===== config.mk =====
export PLATFORM = sky130hd
export DESIGN_NAME = clkout_gen
export DESIGN_NICKNAME = d
export VERILOG_FILES = /design/src/rtl/clkout_pkg.sv /design/src/rtl/clkout_req_decode.sv /design/src/rtl/clkout_baud_retime.sv /design/src/rtl/clkout_cfg_hold.sv /design/src/rtl/clkout_divider.sv /design/src/rtl/clkout_gen.sv
export SDC_FILE = /design/constraint.sdc
export NUM_CORES = 1
export LEC_CHECK = 0
export ABC_AREA = 0
export BUFFER_PORTS_ARGS = -buffer_cell sky130_fd_sc_hd__buf_2
export CORE_ASPECT_RATIO = 0.9
export CORE_MARGIN = 8
export CORE_UTILIZATION = 35
export DETAILED_ROUTE_END_ITERATION = 7
export MAX_ROUTING_LAYER = met4
export SLEW_MARGIN = 25
export SYNTH_ARGS = -nofsm -noshare
export SYNTH_HDL_FRONTEND = slang
export SYNTH_SLANG_ARGS = --single-unit
export TNS_END_PERCENT = 5

===== constraint.sdc =====
create_clock -name clk -period 3.4 [get_ports clk]
set_input_delay 0.68 -clock clk [delete_from_list [all_inputs] [get_ports clk]]
set_output_delay 0.68 -clock clk [all_outputs]
set_load 0.01 [all_outputs]

===== src/rtl/clkout_pkg.sv =====
package clkout_pkg;

  // Width of the ratio selection code
  localparam int SEL_W    = 2;
  // Largest half period in system clocks (ratio 2*2**SEL_W)
  localparam int MAX_HALF = 2 ** SEL_W;
  // Width holding any half period value
  localparam int HALF_W   = $clog2(MAX_HALF + 1);

  typedef enum logic [1:0] {
    SRC_OFF  = 2'd0,
    SRC_BAUD = 2'd1,
    SRC_DIV  = 2'd2
  } src_e;

  typedef struct packed {
    src_e              src;
    logic [HALF_W-1:0] half;
  } cfg_t;

  // Half period for a selection code: code 0 -> 1, code 3 -> 4
  function automatic logic [HALF_W-1:0] half_of(input logic [SEL_W-1:0] sel);
    return HALF_W'(sel) + HALF_W'(1);
  endfunction

endpackage


===== src/rtl/clkout_req_decode.sv =====
module clkout_req_decode
  import clkout_pkg::*;
(
  input  logic             out_en,
  input  logic             ir_mode,
  input  logic [SEL_W-1:0] div_sel,
  output cfg_t             req_cfg
);

  always_comb begin
    req_cfg.half = half_of(div_sel);
    if (!out_en) begin
      req_cfg.src = SRC_OFF;
    end else if (ir_mode) begin
      req_cfg.src = SRC_BAUD;
    end else begin
      req_cfg.src = SRC_DIV;
    end
  end

endmodule


===== src/rtl/clkout_baud_retime.sv =====
module clkout_baud_retime #(
  parameter int STAGES = 1
) (
  input  logic clk,
  input  logic rst_n,
  input  logic baud_in,
  output logic baud_q
);

  logic [STAGES-1:0] pipe;

  genvar g;
  generate
    for (g = 0; g < STAGES; g++) begin : g_stage
      if (g == 0) begin : g_first
        always_ff @(posedge clk or negedge rst_n) begin
          if (!rst_n) pipe[0] <= 1'b0;
          else        pipe[0] <= baud_in;
        end
      end else begin : g_next
        always_ff @(posedge clk or negedge rst_n) begin
          if (!rst_n) pipe[g] <= 1'b0;
          else        pipe[g] <= pipe[g-1];
        end
      end
    end
  endgenerate

  assign baud_q = pipe[STAGES-1];

endmodule


===== src/rtl/clkout_cfg_hold.sv =====
module clkout_cfg_hold
  import clkout_pkg::*;
(
  input  logic clk,
  input  logic rst_n,
  input  cfg_t req_cfg,
  input  logic pin_level,
  input  logic baud_level,
  output cfg_t act_cfg,
  output logic commit
);

  logic differs;
  logic safe;

  always_comb begin
    differs = (req_cfg.src != act_cfg.src) ||
              ((req_cfg.src == SRC_DIV) && (req_cfg.half != act_cfg.half));
    // The pin must be low; a switch onto the baud source also needs a low baud level
    safe    = !pin_level && !((req_cfg.src == SRC_BAUD) && baud_level);
    commit  = differs && safe;
  end

  always_ff @(posedge clk or negedge rst_n) begin
    if (!rst_n) begin
      act_cfg.src  <= SRC_OFF;
      act_cfg.half <= HALF_W'(1);
    end else if (commit) begin
      act_cfg <= req_cfg;
    end
  end

endmodule


===== src/rtl/clkout_divider.sv =====
module clkout_divider
  import clkout_pkg::*;
(
  input  logic              clk,
  input  logic              rst_n,
  input  logic              run,
  input  logic              restart,
  input  logic [HALF_W-1:0] half,
  output logic [HALF_W-1:0] cnt,
  output logic              phase
);

  logic last;

  assign last = (cnt == half - HALF_W'(1));

  always_ff @(posedge clk or negedge rst_n) begin
    if (!rst_n) begin
      cnt   <= '0;
      phase <= 1'b0;
    end else if (!run || restart) begin
      cnt   <= '0;
      phase <= 1'b0;
    end else if (last) begin
      cnt   <= '0;
      phase <= ~phase;
    end else begin
      cnt   <= cnt + HALF_W'(1);
    end
  end

endmodule


===== src/rtl/clkout_gen.sv =====
module clkout_gen
  import clkout_pkg::*;
#(
  parameter int BAUD_STAGES = 1
) (
  input  logic             clk,
  input  logic             rst_n,
  input  logic             baud_x16,
  input  logic             out_en,
  input  logic             ir_mode,
  input  logic [SEL_W-1:0] div_sel,
  output logic             clk_out
);

  cfg_t              req_cfg;
  cfg_t              act_cfg;
  logic              commit;
  logic              baud_q;
  logic [HALF_W-1:0] div_cnt;
  logic              div_phase;
  src_e              act_src;
  logic [HALF_W-1:0] act_half;

  clkout_req_decode u_req (
    .out_en  (out_en),
    .ir_mode (ir_mode),
    .div_sel (div_sel),
    .req_cfg (req_cfg)
  );

  clkout_baud_retime #(.STAGES(BAUD_STAGES)) u_baud (
    .clk     (clk),
    .rst_n   (rst_n),
    .baud_in (baud_x16),
    .baud_q  (baud_q)
  );

  clkout_cfg_hold u_cfg (
    .clk        (clk),
    .rst_n      (rst_n),
    .req_cfg    (req_cfg),
    .pin_level  (clk_out),
    .baud_level (baud_q),
    .act_cfg    (act_cfg),
    .commit     (commit)
  );

  assign act_src  = act_cfg.src;
  assign act_half = act_cfg.half;

  clkout_divider u_div (
    .clk     (clk),
    .rst_n   (rst_n),
    .run     (act_src == SRC_DIV),
    .restart (commit),
    .half    (act_half),
    .cnt     (div_cnt),
    .phase   (div_phase)
  );

  always_comb begin
    unique case (act_src)
      SRC_BAUD: clk_out = baud_q;
      SRC_DIV:  clk_out = div_phase;
      default:  clk_out = 1'b0;
    endcase
  end

endmodule


==> flow_metrics.py <==
metrics = {
    "timing": {
        "hold_violations": 0,
        "setup_viol": 0,
        "timing.final.ws_setup_ns": 1.27,
        "totalNegativeSetupSlack_ns": 0,
        "final_max_slew_viol_count": 0,
        "worst_clock_skew_ns": 0.00189,
        "whs_ns": 0.269,
        "post-route-period-util_pct": 62.8,
        "maxSlewHeadroom_pct": 67.4,
        "tightestPinTransition_ns": 0.489,
        "period_needed_ns": 2.13,
        "fmax_mhz": 468,
        "rsz0062_at_grt": "no",
    },
    "yosys": {
        "syn_inst": 49,
        "syn-num-nets": 61,
        "synth_flop_cell": "dfrtp_1",
        "synth_edf_count": 0,
        "netlist_area_um2": 623,
        "ys.warnings.count": 0,
        "ys_seq_area_share_pct": 40.4,
        "synthArstFlopShare_pct": 100,
        "syn_avg_cell_area_um2": 12.7,
        "yosys_register_bits": 10,
        "ys_types": 24,
    },
    "outcome": {
        "status": "finished clean",
    },
    "global_routing": {
        "antenna_found_initial": 0,
        "grt_pass1_vias": 402,
        "grt_overflow_total": 0,
        "grt_pass1_wl_um": 1770,
        "grt_usage_pct": 7.33,
        "grt_max_degree": 11,
    },
    "cells_and_area": {
        "syn_to_final_growth_pct": 14.7,
        "post-route-util_pct": 42.5,
        "nNetsFinal": 73,
        "drive_above_1_share_pct": 35.0,
        "fillers": 182,
        "final_area_um2": 714,
        "final_common_cell": "dfrtp_1",
        "layout_common_cells": "dfrtp_1 (9), buf_2 (7), xor2_1 (6)",
        "antenna_cells": 0,
        "final_cells": 84,
    },
    "floorplan": {
        "core_mm2": 0.00168,
        "num_rows": 14,
        "die_h_um": 56.0,
        "ios": 8,
        "start_util_pct": 37.1,
        "die_x_um": 60.5,
        "die-area_mm2": 0.00339,
    },
    "power_and_ir_drop": {
        "switching_share_pct": 33.2,
        "p_seq_share_pct": 42.0,
        "finalPower_mw": 0.366,
        "switching_power_mw": 0.122,
        "ir_drop_mv": 0.340,
        "clkPwrFrac_pct": 23.4,
        "leakagePower_nw": 0.354,
        "p_per_area_mw_per_mm2": 513,
        "power_frac_comb_pct": 34.6,
        "internal_power_mw": 0.245,
    },
    "critical_path": {
        "crit_path_end_kind": "output port",
        "crit_required_ns": 2.72,
        "cp.arrival_ns": 1.45,
        "max_stage_delay_ns": 0.40,
        "r2r_slack_ns": 1.39,
        "worst-setup-path-type": "reg -> out",
        "cp_slowest_cell": "dfrtp_1",
        "path_cells": "inv_1, ha_1, a22oi_2, nor2_2, buf_2",
        "crit_fanout": 5,
        "startpoint_type": "flop",
    },
    "clocking": {
        "htreeDepth": 1,
        "clk_pin_slew_ns": 0.06,
        "cts_buffers": 3,
        "insertion_delay_ns": 0.26,
        "clk_path_buf_depth": 2,
        "cts_num_sinks": 10,
        "cts_hold_buffers": 0,
        "post_cts_buffers": 0,
        "cts_resized": 0,
        "cts_tree": "yes",
        "root_buffer": "clkbuf_4",
    },
    "drt": {
        "drc_errors": 0,
        "postRouteAntennaNets": 0,
        "drtPass1Iterations": 1,
        "via_per_inst": 4.50,
        "avgRoutedWirePerCell_um": 12.9,
        "initialDrtViolationCount": 0,
        "wl_um": 1090,
        "vias": 378,
    },
    "placement": {
        "io_buffers": 7,
        "dp_cells": 80,
        "place_area_um2": 688,
        "post-place-ws_ns": 1.15,
        "place_hpwl_um": 855,
        "gp_congestion": 0.667,
    },
    "flow_run": {
        "max_cap_viol_count": 0,
    },
    "worst_hold_path": {
        "holdCritPathClass": "in -> async",
    },
}
cell usage after synthesis (all sizes together) (2+ instances only):
cell	count	area share [%]
and4b	2	3.6
dfrtp	9	36
ha	5	10
inv	5	3.0
mux2	3	5.4
mux2i	2	3.2
nor2	2	1.6
xor2	6	8.4
area by class of cell:
| class | count | area, µm² | share of cell area [%] |
|---|---|---|---|
| Timing Repair Buffer | 7 | 35.0 | 4.90 |
| Tap cell | 24 | 30.0 | 4.20 |
| Clock buffer | 4 | 26.3 | 3.68 |
| Multi-Input combinational cell | 34 | 353 | 49.4 |
| Inverter | 5 | 18.8 | 2.63 |
| Sequential cell | 10 | 251 | 35.2 |
power by group through the flow:
stage,logic [mW],registers [mW],clock network [mW]
6_report,0.127,0.154,0.0857
5_1_grt,0.138,0.157,0.0988
4_1_cts,0.129,0.154,0.0888
3_5_place_dp,0.128,0.156,0
3_3_place_gp,0.124,0.155,0
2_1_floorplan,0.103,0.152,0
layer usage:
layer / global-route usage, % / up-vias / routed length, µm
li1: - / 195 / -
met1: 8.76 / 173 / 571
met2: 10.2 / 10 / 453
met3: 4.85 / 0 / 61
met4: 0.997 / 0 / 0
met5: - / - / 0
kinds of logic after synthesis:
logic type / after synthesis / synth area share, %
buffers and inverters: 5 / 3.01
DFF: 10 / 40.4
muxes: 5 / 8.63
AOI/OAI and AO/OA: 5 / 9.24
and+or+nand+nor: 11 / 15.3
xor gates and xnor gates: 8 / 13.5
adders and majority gates: 5 / 10.0
state kept, by name, summed over array words and instances (netlist names):
signal / cells
u_baud.baud_q: 1
u_cfg.act_cfg: 5
u_div.cnt: 3
u_div.phase: 1
worst paths after layout:
check / cells after the start / endpoint / start
min in group clk: 1 / u_baud.baud_q / baud_x16
max in group asynchronous: 1 / u_cfg.act_cfg[0] / rst_n
setup / recovery: 5 / clk_out / u_cfg.act_cfg[3]
setup reg to reg: 6 / u_cfg.act_cfg[2] / u_cfg.act_cfg[3]
hold reg to reg: 2 / u_cfg.act_cfg[0] / u_cfg.act_cfg[0]
hold / removal: 1 / u_div.phase / rst_n
worst max-delay path, delay by kind of cell (launching register included):
kind,cells,cell delay [ns]
fa+ha+maj,1,0.25
simple gates,1,0.16
compound gates,1,0.12
buf+inv,2,0.27
flops,1,0.40
No activity file was read; power rests on OpenSTA's default activity.
